$ cat config.mk
export PLATFORM = sky130hd
export DESIGN_NAME = keyed_wdog
export DESIGN_NICKNAME = d
export VERILOG_FILES = /design/src/rtl/kwd_pkg.sv /design/src/rtl/kwd_regs.sv /design/src/rtl/kwd_count.sv /design/src/rtl/kwd_pulse.sv /design/src/rtl/keyed_wdog.sv
export SDC_FILE = /design/constraint.sdc
export NUM_CORES = 1
export LEC_CHECK = 0
export ABC_CLOCK_PERIOD_IN_PS = 4330
export BUFFER_PORTS_ARGS = -buffer_cell sky130_fd_sc_hd__buf_4
export CAP_MARGIN = 10
export CORE_ASPECT_RATIO = 1.5
export CORE_MARGIN = 1.5
export CORE_UTILIZATION = 30
export DETAILED_ROUTE_END_ITERATION = 8
export GPL_ROUTABILITY_DRIVEN = 0
export HOLD_SLACK_MARGIN = 0.02
export PLACE_DENSITY = 0.48
export SYNTH_ARGS = -nofsm -noshare
export SYNTH_HDL_FRONTEND = slang
export SYNTH_HIERARCHICAL = 1
export SYNTH_SLANG_ARGS = --single-unit
$ cat constraint.sdc
create_clock -name clk_i -period 4.33 [get_ports clk_i]
set_clock_uncertainty 0.05 [all_clocks]
set_input_delay 0.433 -clock clk_i [delete_from_list [all_inputs] [get_ports clk_i]]
set_output_delay 0.433 -clock clk_i [all_outputs]
set_load 0.005 [all_outputs]
$ cat src/rtl/kwd_pkg.sv
package kwd_pkg;

    localparam int OFS_MODE  = 'h00;
    localparam int OFS_LEN   = 'h04;
    localparam int OFS_KICK  = 'h08;
    localparam int OFS_SWRST = 'h14;

    localparam logic [7:0]  MODE_KEY  = 8'h22;
    localparam logic [4:0]  LEN_KEY   = 5'h08;
    localparam logic [31:0] KICK_WORD = 32'h0000_1971;
    localparam logic [31:0] SWRST_WORD = 32'h0000_1209;

    localparam int LEN_LSB = 5;

    typedef struct packed {
        logic cnt_sel;
        logic dual;
        logic auto_start;
        logic irq_en;
        logic ext_en;
        logic ext_pol;
        logic en;
    } mode_t;

endpackage

$ cat src/rtl/kwd_regs.sv
module kwd_regs
    import kwd_pkg::*;
#(
    parameter int LEN_W  = 16,
    parameter int ADDR_W = 8
) (
    input  logic              clk_i,
    input  logic              rst_ni,
    input  logic [ADDR_W-1:0] addr_i,
    input  logic              we_i,
    input  logic [31:0]       wdata_i,
    output logic [31:0]       rdata_o,
    output logic              en_o,
    output logic              irq_en_o,
    output logic              dual_o,
    output logic              ext_en_o,
    output logic              ext_pol_o,
    output logic [LEN_W-1:0]  len_q_o,
    output logic [LEN_W-1:0]  len_d_o,
    output logic              restart_o,
    output logic              swrst_o
);

    typedef struct packed {
        mode_t            mode;
        logic [LEN_W-1:0] len;
    } regs_t;

    regs_t regs_d, regs_q;
    logic  hit_mode, hit_len, hit_kick, hit_swrst;
    logic  len_wr, kick;

    always_comb begin
        regs_d    = regs_q;
        hit_mode  = we_i && (addr_i == ADDR_W'(OFS_MODE));
        hit_len   = we_i && (addr_i == ADDR_W'(OFS_LEN));
        hit_kick  = we_i && (addr_i == ADDR_W'(OFS_KICK));
        hit_swrst = we_i && (addr_i == ADDR_W'(OFS_SWRST));
        len_wr    = hit_len && (wdata_i[4:0] == LEN_KEY);
        kick      = hit_kick && (wdata_i == KICK_WORD);

        if (hit_mode && (wdata_i[31:24] == MODE_KEY)) begin
            regs_d.mode.en         = wdata_i[0];
            regs_d.mode.ext_pol    = wdata_i[1];
            regs_d.mode.ext_en     = wdata_i[2];
            regs_d.mode.irq_en     = wdata_i[3];
            regs_d.mode.auto_start = wdata_i[4];
            regs_d.mode.dual       = wdata_i[6];
            regs_d.mode.cnt_sel    = wdata_i[8];
        end
        if (len_wr) begin
            regs_d.len = wdata_i[LEN_LSB +: LEN_W];
        end

        restart_o = kick || len_wr || (regs_d.mode.en && !regs_q.mode.en);
        swrst_o   = hit_swrst && (wdata_i == SWRST_WORD);

        rdata_o = '0;
        if (addr_i == ADDR_W'(OFS_MODE)) begin
            rdata_o = {23'd0, regs_q.mode.cnt_sel, 1'b0, regs_q.mode.dual, 1'b0,
                       regs_q.mode.auto_start, regs_q.mode.irq_en, regs_q.mode.ext_en,
                       regs_q.mode.ext_pol, regs_q.mode.en};
        end else if (addr_i == ADDR_W'(OFS_LEN)) begin
            rdata_o = 32'(regs_q.len) << LEN_LSB;
        end
    end

    always_ff @(posedge clk_i or negedge rst_ni) begin
        if (!rst_ni) begin
            regs_q <= '0;
        end else begin
            regs_q <= regs_d;
        end
    end

    assign en_o      = regs_q.mode.en;
    assign irq_en_o  = regs_q.mode.irq_en;
    assign dual_o    = regs_q.mode.dual;
    assign ext_en_o  = regs_q.mode.ext_en;
    assign ext_pol_o = regs_q.mode.ext_pol;
    assign len_q_o   = regs_q.len;
    assign len_d_o   = regs_d.len;

    // a mode write with the wrong key byte changes nothing
    a_r1_mode_key: assert property (@(posedge clk_i) disable iff (!rst_ni)
        (we_i && addr_i == ADDR_W'(OFS_MODE) && wdata_i[31:24] != MODE_KEY)
        |=> $stable(regs_q.mode));

    // a length write with the wrong low key bits changes nothing
    a_r2_len_key: assert property (@(posedge clk_i) disable iff (!rst_ni)
        (we_i && addr_i == ADDR_W'(OFS_LEN) && wdata_i[4:0] != LEN_KEY)
        |=> $stable(regs_q.len));

endmodule

$ cat src/rtl/kwd_count.sv
module kwd_count #(
    parameter int LEN_W      = 16,
    parameter int UNIT_TICKS = 512
) (
    input  logic             clk_i,
    input  logic             rst_ni,
    input  logic             tick_i,
    input  logic             en_i,
    input  logic             irq_en_i,
    input  logic             dual_i,
    input  logic [LEN_W-1:0] len_cur_i,
    input  logic [LEN_W-1:0] len_next_i,
    input  logic             restart_i,
    input  logic             swrst_i,
    output logic             irq_o,
    output logic             rst_req_o
);

    localparam int CNT_W = LEN_W + $clog2(UNIT_TICKS + 1);

    typedef struct packed {
        logic [CNT_W-1:0] cnt;
        logic             irq;
        logic             stage;
        logic             rst_req;
    } cnt_st_t;

    cnt_st_t st_d, st_q;
    logic [CNT_W-1:0] load_cur, load_next;
    logic             expire;

    always_comb begin
        load_cur  = CNT_W'(len_cur_i) * CNT_W'(UNIT_TICKS);
        load_next = CNT_W'(len_next_i) * CNT_W'(UNIT_TICKS);
        expire    = en_i && tick_i && (st_q.cnt <= CNT_W'(1));

        st_d         = st_q;
        st_d.rst_req = 1'b0;

        if (!en_i) begin
            st_d.irq   = 1'b0;
            st_d.stage = 1'b0;
        end else if (tick_i) begin
            if (expire) begin
                st_d.cnt = load_cur;
                if (!irq_en_i) begin
                    st_d.rst_req = 1'b1;
                    st_d.stage   = 1'b0;
                end else if (!dual_i) begin
                    st_d.irq = 1'b1;
                end else if (!st_q.stage) begin
                    st_d.irq   = 1'b1;
                    st_d.stage = 1'b1;
                end else begin
                    st_d.rst_req = 1'b1;
                    st_d.irq     = 1'b0;
                    st_d.stage   = 1'b0;
                end
            end else begin
                st_d.cnt = st_q.cnt - CNT_W'(1);
            end
        end

        if (restart_i) begin
            st_d.cnt   = load_next;
            st_d.irq   = 1'b0;
            st_d.stage = 1'b0;
        end
        if (swrst_i) begin
            st_d.rst_req = 1'b1;
        end
    end

    always_ff @(posedge clk_i or negedge rst_ni) begin
        if (!rst_ni) begin
            st_q <= '0;
        end else begin
            st_q <= st_d;
        end
    end

    assign irq_o     = st_q.irq;
    assign rst_req_o = st_q.rst_req;

    // disabled counter drops the interrupt on the next clock
    a_r10_disabled_quiet: assert property (@(posedge clk_i) disable iff (!rst_ni)
        !en_i |=> !st_q.irq);

    // a restart loads the count from the new length
    a_r4_restart_load: assert property (@(posedge clk_i) disable iff (!rst_ni)
        restart_i |=> (st_q.cnt == $past(load_next)));

    // keyed software reset yields a request next clock
    a_r8_swrst_req: assert property (@(posedge clk_i) disable iff (!rst_ni)
        swrst_i |=> st_q.rst_req);

    // an expiry reset only when interrupts are off or the second stage is reached
    a_r7_reset_cause: assert property (@(posedge clk_i) disable iff (!rst_ni)
        (st_q.rst_req && !$past(swrst_i))
        |-> $past(!irq_en_i || (dual_i && st_q.stage)));

    // interrupt-only mode never requests a reset from an expiry
    a_r5_irq_only: assert property (@(posedge clk_i) disable iff (!rst_ni)
        (irq_en_i && !dual_i && !swrst_i) |=> !st_q.rst_req);

endmodule

$ cat src/rtl/kwd_pulse.sv
module kwd_pulse #(
    parameter int PULSE_TICKS = 32
) (
    input  logic clk_i,
    input  logic rst_ni,
    input  logic tick_i,
    input  logic start_i,
    output logic active_o
);

    localparam int PW = $clog2(PULSE_TICKS + 1);

    typedef struct packed {
        logic [PW-1:0] left;
    } pulse_st_t;

    pulse_st_t st_d, st_q;

    always_comb begin
        st_d = st_q;
        if (start_i) begin
            st_d.left = PW'(PULSE_TICKS);
        end else if (tick_i && st_q.left != '0) begin
            st_d.left = st_q.left - PW'(1);
        end
    end

    always_ff @(posedge clk_i or negedge rst_ni) begin
        if (!rst_ni) begin
            st_q <= '0;
        end else begin
            st_q <= st_d;
        end
    end

    assign active_o = (st_q.left != '0);

    // the pulse only begins after a reset request
    a_r9_pulse_cause: assert property (@(posedge clk_i) disable iff (!rst_ni)
        $rose(active_o) |-> $past(start_i));

    // remaining length never exceeds the programmed width
    a_r9_pulse_bound: assert property (@(posedge clk_i) disable iff (!rst_ni)
        st_q.left <= PW'(PULSE_TICKS));

endmodule

$ cat src/rtl/keyed_wdog.sv
module keyed_wdog #(
    parameter int LEN_W       = 16,
    parameter int UNIT_TICKS  = 512,
    parameter int PULSE_TICKS = 32,
    parameter int ADDR_W      = 8
) (
    input  logic              clk_i,
    input  logic              rst_ni,
    input  logic              tick_i,
    input  logic [ADDR_W-1:0] addr_i,
    input  logic              we_i,
    input  logic [31:0]       wdata_i,
    output logic [31:0]       rdata_o,
    output logic              irq_o,
    output logic              rst_req_o,
    output logic              ext_rst_o
);

    logic             en, irq_en, dual, ext_en, ext_pol;
    logic [LEN_W-1:0] len_q, len_d;
    logic             restart, swrst, pulse_on;

    kwd_regs #(
        .LEN_W (LEN_W),
        .ADDR_W(ADDR_W)
    ) i_regs (
        .clk_i    (clk_i),
        .rst_ni   (rst_ni),
        .addr_i   (addr_i),
        .we_i     (we_i),
        .wdata_i  (wdata_i),
        .rdata_o  (rdata_o),
        .en_o     (en),
        .irq_en_o (irq_en),
        .dual_o   (dual),
        .ext_en_o (ext_en),
        .ext_pol_o(ext_pol),
        .len_q_o  (len_q),
        .len_d_o  (len_d),
        .restart_o(restart),
        .swrst_o  (swrst)
    );

    kwd_count #(
        .LEN_W     (LEN_W),
        .UNIT_TICKS(UNIT_TICKS)
    ) i_count (
        .clk_i     (clk_i),
        .rst_ni    (rst_ni),
        .tick_i    (tick_i),
        .en_i      (en),
        .irq_en_i  (irq_en),
        .dual_i    (dual),
        .len_cur_i (len_q),
        .len_next_i(len_d),
        .restart_i (restart),
        .swrst_i   (swrst),
        .irq_o     (irq_o),
        .rst_req_o (rst_req_o)
    );

    kwd_pulse #(
        .PULSE_TICKS(PULSE_TICKS)
    ) i_pulse (
        .clk_i   (clk_i),
        .rst_ni  (rst_ni),
        .tick_i  (tick_i),
        .start_i (rst_req_o),
        .active_o(pulse_on)
    );

    assign ext_rst_o = (ext_en && pulse_on) ? ext_pol : !ext_pol;

endmodule

==> summary.md, run 1 <==
| Metric | Value |
|---|---|
| Worst min path class | in2async |
| Total Routing Usage GR | 15.46% |
| Worst r2r dst | i_count/st_q[9] |
| RSZ-0062 raised after global routing | false |
| F_max | 311.2 MHz |
| Pin count of the biggest net entering global routing | 59 |
| Synth top area share | 38.12% |
| Fillers | 1258 |
| Critical path arrival | 3.36 ns |
| Clock sinks | 58 |
| Yosys top cell by area | dfrtp_1 |
| Min Hold Slack | 0.1276 ns |
| Row count | 50 |
| WS Path Type | in2reg |
| Max-slew headroom | 31.27% |
| Fin nets | 466 |
| Routed length per instance | 17.24 µm |
| Vias in the first global route | 2912 |
| First DRT Iteration DRCs | 137 |
| Final hold vios | 0 |
| Syn Inst Count | 378 |
| Most numerous cell in the Yosys netlist | dfrtp_1 |
| Final setup violation count | 0 |
| N_diodes | 0 |
| Crit share post-route | 74.21% |
| Mapped cell area | 0.003807 mm² |
| TritonCTS clock tree | built |
| H-tree levels | 3 |
| Ys flop type | dfrtp_1 |
| Crit Path Max Fanout | 24 |
| CTS Root Cell | clkbuf_16 |
| Die X | 94.99 µm |
| FF+latch count, synth | 58 |
| Worst VDD drop | 0.1531 mV |
| Mean post-synth cell area | 10.07 µm² |
| Port buffer count | 67 |
| Initial core utilization | 30.58% |
| Outcome | complete, no violations |
| Worst r2r src | i_regs/en_o |
| Period minus WS final | 3.213 ns |
| Setup Fix Bufs, Post-CTS | 0 |
| Leakage | 2.185 nW |
| Most area-consuming cells after synthesis | dfrtp_1, buf_4, a22o_1 |
| Share of flip-flops with an asynchronous set or reset | 100.0% |
| TNS Setup | 0 ns |
| Post_cts resized | 0 |
| Area Growth Syn to Fin | 18.27% |
| FF-to-FF path depth | 6 |
| Hold buffer count at cts | 0 |
| WP data required | 4.48 ns |
| Slew Viols, Final | 0 |
| CP startpoint kind | input port |
| GRT overflow | 0 |
| CTS max path bufs | 2 |
| Area of the core | 0.01245 mm² |
| Power Density | 333.8 mW/mm² |
| CTS Buf Count | 9 |
| Residual DRC count | 0 |
| DP HPWL | 7301 µm |
| DR vias/cell | 5.284 |
| R2R Setup Slk | 1.66 ns |
| First-pass iteration count of the detailed router | 4 |
| Share of cells above drive strength 1 | 30.81% |
| Post-synth EDFFs | 0 |
| Post-synth top cells | dfrtp_1, buf_4, a22o_1, nand2_1, nor4_1 |
| Chip Height | 141.0 µm |
| First-pass GRT wire length | 15630 µm |
| Post-synthesis sequential area ratio | 38.12% |
| Clk pin slew, worst setup/hold paths | 0.05 ns |
| Least-Margin Pin Slew | 1.031 ns |
| Synth cell types | 54 |
| DRT antenna net count | 0 |
| Max_cap viols | 0 |
| Antenna violations before repair | 0 |
| Later-pin clock latency in the skew report | 0.33 ns |
| Power Total | 1.503 mW |
| Die area | 0.01339 mm² |
| Synth warnings | 6 |
| Via Count | 3054 |
| I/O pin count | 79 |
| Total Wirelength | 9967 µm |
| CP Capture Type | flip-flop |
==> through the flow <==
step	std cells	instance area (µm²)	setup slack, ns	util [%]
global placement	563	4198	0.8719	33.72
floorplan	388	3845	1.194	-
detailed placement	563	4198	0.7891	33.72
global route	578	4503	0.9753	36.17
CTS	578	4503	1.134	36.17
finish	578	4503	1.117	36.17
==> placed cells by master, fill, tap and decap left out, drive strengths merged, types with 2 or more instances in the layout <==
cell	n
inv	6
and2	16
nor4	20
xor2	12
a21o	4
nand3b	2
o211ai	3
nand4	5
or4	5
clkbuf	13
dfrtp	58
a22o	19
xnor2	3
buf	73
nor2	16
nor3b	4
conb	11
nor3	13
a211o	2
nand2	20
o31ai	2
nand2b	5
a31oi	6
a21oi	13
nor4b	2
and3	6
a221o	17
o21ai	9
mux2	23
nand3	10
ha	4
nand4b	2
nor2b	3
or3	6
==> kinds of logic (layout without fill, tap and decap cells) <==
group           Yosys count  count (layout)  share of synthesized area (%)
other cells               1              11                        0.09849
buf+inv                  60              94                          10.84
mux                      24              24                          8.051
simple gates            138             138                          22.12
xor+xnor                 15              15                          3.451
compound gates           78              78                          16.00
flops                    58              58                          38.12
fa+ha+maj                 4               4                          1.315
==> how the worst max path moves through the flow <==
| stage | startpoint | endpoint | cells after the start |
|---|---|---|---|
| after global placement | addr_i[5] | i_count/st_q[24] | 8 |
| after CTS | addr_i[5] | i_count/st_q[19] | 8 |
| after floorplan | addr_i[5] | i_count/st_q[18] | 9 |
| final | addr_i[5] | i_count/st_q[19] | 8 |
| after detailed placement | addr_i[5] | i_count/st_q[19] | 8 |
| after global routing | addr_i[5] | i_count/st_q[19] | 8 |
==> critical path, stage by stage <==
cell	delay, ns
buf_4	0.11
or4_1	0.53
or3_1	0.45
nor4_1	0.30
a221o_1	0.48
nor2_1	0.14
o31a_1	0.44
a221o_2	0.46
==> layout make-up <==
type	count	area (µm²)	share of cell area (%)
multi-input cells	270	1981	43.98
flip-flops and latches	58	1451	32.23
repair buffers	73	548.0	12.17
clock buffers	13	270.3	6.002
well taps	156	195.2	4.335
clock inverters	2	35.03	0.7780
inverters	6	22.52	0.5001
==> routing by layer <==
metal | wire length (µm) | vias up | global-route usage (%)
li1 | - | 1452 | -
met1 | 4215 | 1511 | 18.35
met2 | 4970 | 77 | 25.79
met3 | 493 | 14 | 3.506
met4 | 287 | 0 | 7.620
met5 | 0 | - | 0
==> state kept, by name, indices dropped and copies added, names as in the netlist <==
| register | flops |
|---|---|
| i_count/irq_o | 1 |
| i_count/rst_req_o | 1 |
| i_count/st_q | 27 |
| i_pulse/st_q | 6 |
| i_regs/dual_o | 1 |
| i_regs/en_o | 1 |
| i_regs/ext_en_o | 1 |
| i_regs/ext_pol_o | 1 |
| i_regs/irq_en_o | 1 |
| i_regs/len_q_o | 16 |
| i_regs/regs_q | 2 |
==> power by group <==
group / switching, mW / total [mW] / leakage, nW / internal (mW)
combinational: 0.0941 / 0.179 / 1.24 / 0.0852
clock: 0.236 / 0.724 / 0.152 / 0.487
sequential: 0.0288 / 0.600 / 0.793 / 0.571
Note: power is estimated with default switching activity, not from simulation.
==> inputs of run 2 (changes only) <==
ABC_CLOCK_PERIOD_IN_PS = 2960   (was 4330)
clock period = 2.96 ns   (was 4.33 ns; I/O delays follow)
==> run 2 against run 1 <==
  * The run now ends with negative hold slack left
  * Critical path type unchanged
  * Via count is 1.9% higher
  * Worst setup slack worse by 0.90 ns
  * First-iteration DRC count is 2.2% lower
==> summary.md, run 2 (same netlist as run 1, synthesis figures left out) <==
| Metric | Value |
|---|---|
| DP HPWL | 7357 µm (+0.76%) |
| Violated checks | negative hold slack |
| Crit share post-route | 92.58% |
| Pin count of the biggest net entering global routing | 59 (unchanged) |
| Least-Margin Pin Slew | 0.7789 ns (-0.2520 ns) |
| Outcome | finished, violations left |
| Residual DRC count | 0 (unchanged) |
| Vias in the first global route | 3182 (+9.3%) |
| Critical path arrival | 2.89 ns (-0.47 ns) |
| Fin nets | 484 (+3.9%) |
| Share of cells above drive strength 1 | 33.79% (+3.0 points) |
| Post-place setup slack | -0.08677 ns (-0.8759 ns) |
| Final worst setup slack | 0.2196 ns (-0.8970 ns) |
| CTS Root Cell | clkbuf_16 |
| Post_cts resized | 0 (unchanged) |
| Area Growth Syn to Fin | 23.53% |
| FF-to-FF path depth | 7 (+1) |
| R2R Setup Slk | 0.25 ns (-1.41 ns) |
| Leakage | 2.293 nW (+4.9%) |
| Routed length per instance | 17.06 µm (-1.1%) |
| Setup Fix Bufs, Post-CTS | 0 (unchanged) |
| Total Routing Usage GR | 15.93% (+0.47 points) |
| Max-slew headroom | 48.07% (+17 points) |
| Critical path endpoint | i_count/st_q[15] |
| First DRT Iteration DRCs | 134 (-2.2%) |
| Commonest cells after routing, fill and taps aside | buf_4, dfrtp_1, nand2_1, a22o_1, nor4_1 |
| Total Wirelength | 10190 µm (+2.2%) |
| Via Count | 3112 (+1.9%) |
| Largest register FFs | 27 (unchanged) |
| Min Hold Slack | -0.01081 ns (-0.1384 ns) |
| Final cell count without fillers | 597 (+3.3%) |
| Final hold vios | 3 (+3) |
| Period minus WS final | 2.740 ns |
| Worst r2r src | i_count/st_q[3] |
| Antenna violations before repair | 0 (unchanged) |
| WS Path Type | in2reg |
| Fillers | 1246 (-0.95%) |
| CP Capture Type | flip-flop |
| TritonCTS clock tree | built |
| Largest register by flop count | i_count/st_q |
| Power Density | 481.1 mW/mm² (+44%) |
| Die X | 94.99 µm (unchanged) |
| Crit Path Max Fanout | 16 (-33%) |
| Die area | 0.01339 mm² (unchanged) |
| Area of the core | 0.01245 mm² (unchanged) |
| F_max | 364.9 MHz |
| CTS Buf Count | 9 (unchanged) |
| Clock sinks | 58 (unchanged) |
| Chip Height | 141.0 µm (unchanged) |
| Row count | 50 (unchanged) |
| Max_cap viols | 0 (unchanged) |
| Commonest non-fill, non-tap cell in the layout | buf_4 |
| Later-pin clock latency in the skew report | 0.32 ns (about the same) |
| Final setup violation count | 0 (unchanged) |
| N_diodes | 0 (unchanged) |
| Initial core utilization | 30.58% (unchanged) |
| RSZ-0062 raised after global routing | false |
| DRT antenna net count | 0 (unchanged) |
| Worst VDD drop | 0.1829 mV (+19%) |
| H-tree levels | 3 (unchanged) |
| DR vias/cell | 5.213 (-1.3%) |
| I/O pin count | 79 (unchanged) |
| Worst min path class | in2async |
| Slew Viols, Final | 0 (unchanged) |
| First-pass GRT wire length | 16330 µm (+4.5%) |
| GRT overflow | 0 (unchanged) |
| Clk pin slew, worst setup/hold paths | 0.05 ns (about the same) |
| Worst setup startpoint | addr_i[5] |
| First-pass iteration count of the detailed router | 4 (unchanged) |
| Hold buffer count at cts | 0 (unchanged) |
| WP data required | 3.11 ns (-1.37 ns) |
| CP startpoint kind | input port |
| CTS max path bufs | 2 (unchanged) |
| Port buffer count | 67 (unchanged) |
| Worst r2r dst | i_count/st_q[17] |
| Placed Cells | 581 (+3.2%) |
## run 2: cell types whose count changed in the layout (fill, tap and decap cells not counted), sizes merged
cell,before,now
buf,73,91
clkinv,1,2
bufinv,1,2
clkbuf,13,11
clkinvlp,0,1
## run 2: where the power goes
group	leakage [nW]	switching [mW]	internal (mW)	total, mW
Clock	0.156	0.357	0.756	1.11
Sequential	0.793	0.0431	0.835	0.879
Combinational	1.34	0.144	0.128	0.271
## run 2: stage by stage
step	TNS (ns)	hold WS, ns	area, µm²	total power [mW]	utilization, %
after global placement	-0.7764	0.3752	4383	1.156	35.21
after global routing	0	0.05641	4703	2.370	37.78
after floorplan	-0.2588	-0.04959	3879	1.049	-
after detailed placement	-0.9803	0.3786	4383	1.165	35.21
after CTS	0	0.02058	4703	2.290	37.78
final	0	-0.01081	4703	2.263	37.78
## run 2: metal layers
metal	up-vias	routed length [µm]	GRT usage (%)
met5	-	0	0
met4	0	112	5.420
met3	7	377	3.074
met2	64	5385	27.93
met1	1557	4309	19.08
li1	1484	-	-
## run 2: worst min-delay path by stage
stage,from,endpoint,slack (ns)
2_1_floorplan,rst_ni,i_count/irq_o,-0.05
3_3_place_gp,rst_ni,i_regs/regs_q[20],0.38
3_5_place_dp,rst_ni,i_regs/regs_q[20],0.38
4_1_cts,rst_ni,i_regs/regs_q[20],0.02
5_1_grt,rst_ni,i_regs/regs_q[20],0.06
6_report,rst_ni,i_regs/regs_q[20],-0.01
## run 2: layout make-up
cell class / count / area [µm²] / share of cell area [%]
clock inverter: 5 / 77.57 / 1.649
multi-input combinational: 270 / 1981 / 42.11
clock buffer: 11 / 242.7 / 5.161
inverter: 6 / 22.52 / 0.4789
timing repair buffer: 91 / 733.2 / 15.59
sequential: 58 / 1451 / 30.86
tap: 156 / 195.2 / 4.150
## run 2: critical path: stages
cell and delay, ns:
buf_4 0.11, or4_1 0.53, or3_1 0.42, buf_4 0.18, nor4_4 0.25, buf_12 0.22
mux2_2 0.37, a22o_1 0.23, a221o_1 0.27
==> inputs of run 3 (changes only) <==
CORE_MARGIN = not set   (was 1.5)
SLEW_MARGIN = 20   (was not set)
==> run 3 against run 2 <==
  * The run ends with design-rule violations left
  * Via count down 0.19%
  * Largest cell class unchanged
  * Worst setup slack better by 0.011 ns
  * Sequential power about the same
  * Register-to-register slack worse by 0.02 ns
  * Critical path type is now reg2reg
  * Power down 5.2%
==> summary.md, run 3 (same netlist as run 1, synthesis figures left out) <==
| Metric | Value |
|---|---|
| Crit share post-route | 92.21% (-0.37 points) |
| Vias in the first global route | 3144 (-1.2%) |
| WS Path Type | reg2reg |
| Later-pin clock latency in the skew report | 0.33 ns (about the same) |
| First-pass GRT wire length | 16190 µm (-0.85%) |
| Row count | 50 (unchanged) |
| Die X | 93.99 µm (-1.1%) |
| Critical path endpoint | i_count/st_q[21] |
| Area Growth Syn to Fin | 21.72% |
| Multi-input logic area | 0.001981 mm² (unchanged) |
| Crit Path Max Fanout | 16 (unchanged) |
| DRT antenna net count | 0 (unchanged) |
| Worst r2r dst | i_count/st_q[21] |
| First-pass iteration count of the detailed router | 6 (+2) |
| Area of the core | 0.01245 mm² (unchanged) |
| TritonCTS clock tree | built |
| CTS max path bufs | 2 (unchanged) |
| F_max | 366.4 MHz (+0.40%) |
| Clock sinks | 58 (unchanged) |
| GRT overflow | 0 (unchanged) |
| Fillers | 1269 (+1.8%) |
| Share of cells above drive strength 1 | 33.18% (-0.61 points) |
| R2R Setup Slk | 0.23 ns (-0.02 ns) |
| Sequential Area | 0.001451 mm² (unchanged) |
| TNS Setup | 0 ns (unchanged) |
| Layout Utilization | 37.23% (-0.55 points) |
| CTS Buf Count | 9 (unchanged) |
| Clk pin slew, worst setup/hold paths | 0.06 ns (about the same) |
| CP Capture Type | flip-flop |
| Worst min path class | in2reg |
| Final hold vios | 0 (-3) |
| Power Density | 463.1 mW/mm² (-3.8%) |
| Leakage | 2.255 nW (-1.7%) |
| Largest register FFs | 27 (unchanged) |
| Violated checks | design-rule violations |
| Fin nets | 480 (-0.83%) |
| Total Wirelength | 10020 µm (-1.6%) |
| Final setup violation count | 0 (unchanged) |
| Worst r2r src | i_count/st_q[3] |
| Worst setup startpoint | i_count/st_q[3] |
| Chip Height | 140.0 µm (-0.71%) |
| Power Total | 2.146 mW (-5.2%) |
| Final worst setup slack | 0.2306 ns (+0.01103 ns) |
| FF-to-FF path depth | 7 (unchanged) |
| Pin count of the biggest net entering global routing | 59 (unchanged) |
| Initial core utilization | 30.58% (unchanged) |
| Outcome | finished, violations left |
| Max-slew headroom | 47.37% (-0.70 points) |
| First DRT Iteration DRCs | 153 (+14%) |
| Max_cap viols | 0 (unchanged) |
| RSZ-0062 raised after global routing | false |
| Largest register by flop count | i_count/st_q |
| Via Count | 3106 (-0.19%) |
| Commonest cells after routing, fill and taps aside | buf_4, dfrtp_1, nand2_1, a22o_1, nor4_1 |
| Residual DRC count | 1 (+1) |
| CP startpoint kind | flip-flop |
| Least-Margin Pin Slew | 0.7895 ns (+0.01057 ns) |
| Worst VDD drop | 0.1780 mV (-2.7%) |
| Slew Viols, Final | 0 (unchanged) |
| DP HPWL | 7361 µm (about the same) |
| WP data required | 3.18 ns (+0.07 ns) |
| N_diodes | 0 (unchanged) |
| Period minus WS final | 2.729 ns (-0.01103 ns) |
| CTS Root Cell | clkbuf_16 |
| Critical path arrival | 2.95 ns (+0.06 ns) |
| Commonest non-fill, non-tap cell in the layout | buf_4 |
| Port buffer count | 67 (unchanged) |
| DR vias/cell | 5.238 (+0.48%) |
| Total Routing Usage GR | 16.22% (+0.29 points) |
| Die area | 0.01316 mm² (-1.8%) |
| H-tree levels | 3 (unchanged) |
| Setup Fix Bufs, Post-CTS | 0 (unchanged) |
| I/O pin count | 79 (unchanged) |
| Post-place setup slack | 0.04673 ns (+0.1335 ns) |
| Routed length per instance | 16.90 µm (-0.94%) |
| Antenna violations before repair | 0 (unchanged) |
-- run 3: layer usage --
metal | track usage [%] | vias up | routed length (µm)
li1 | - | 1479 | -
met1 | 18.61 | 1554 | 4213
met2 | 28.97 | 63 | 5305
met3 | 2.443 | 10 | 327
met4 | 7.530 | 0 | 176
met5 | 0 | - | 0
-- run 3: area by class of cell --
class                      instances  share of cell area, %
sequential                        58                  31.32
tap                              156                  4.212
clock buffer                      12                  5.751
clock inverter                     4                 0.5400
inverter                           6                 0.4860
multi-input combinational        270                  42.74
timing repair buffer              87                  14.96
-- run 3: power by group --
part           internal (mW)  switching [mW]  leakage (nW)  total (mW)
combinational          0.127           0.143          1.32       0.270
clock                  0.631           0.368         0.141       0.999
sequential             0.835          0.0417         0.793       0.877
total                   1.59           0.553          2.25        2.15
-- run 3: worst max-delay path: stages, from the launching register on --
cell and delay, ns:
dfrtp_1 0.45, inv_1 0.09, ha_1 0.20, nor2_1 0.06, or4_4 0.51, or3_4 0.42
nor3_4 0.60, a221o_2 0.28
-- run 3: worst min path at each step --
stage                     start            endpoint  slack, ns  cells past startpoint
floorplan                rst_ni       i_count/irq_o      -0.05                      0
global placement         rst_ni   i_regs/regs_q[20]       0.37                      1
detailed placement       rst_ni    i_regs/ext_pol_o       0.38                      1
CTS                  wdata_i[2]     i_regs/ext_en_o       0.15                      2
global route        wdata_i[16]  i_regs/len_q_o[11]       0.16                      2
finish               wdata_i[2]     i_regs/ext_en_o       0.16                      2
-- run 3: what timing repair did --
action | in CTS | in global routing
hold endpoints to repair | 2 | 0
hold buffers | 1 | 0
gates resized for setup | 0 | 0
-- run 3: through the flow --
stage,cell area [µm²],instances,hold slack [ns]
floorplan,3879,388,-0.04959
global placement,4333,576,0.3715
detailed placement,4333,576,0.3840
CTS,4634,593,0.1509
global route,4634,593,0.1574
finish,4634,593,0.1611
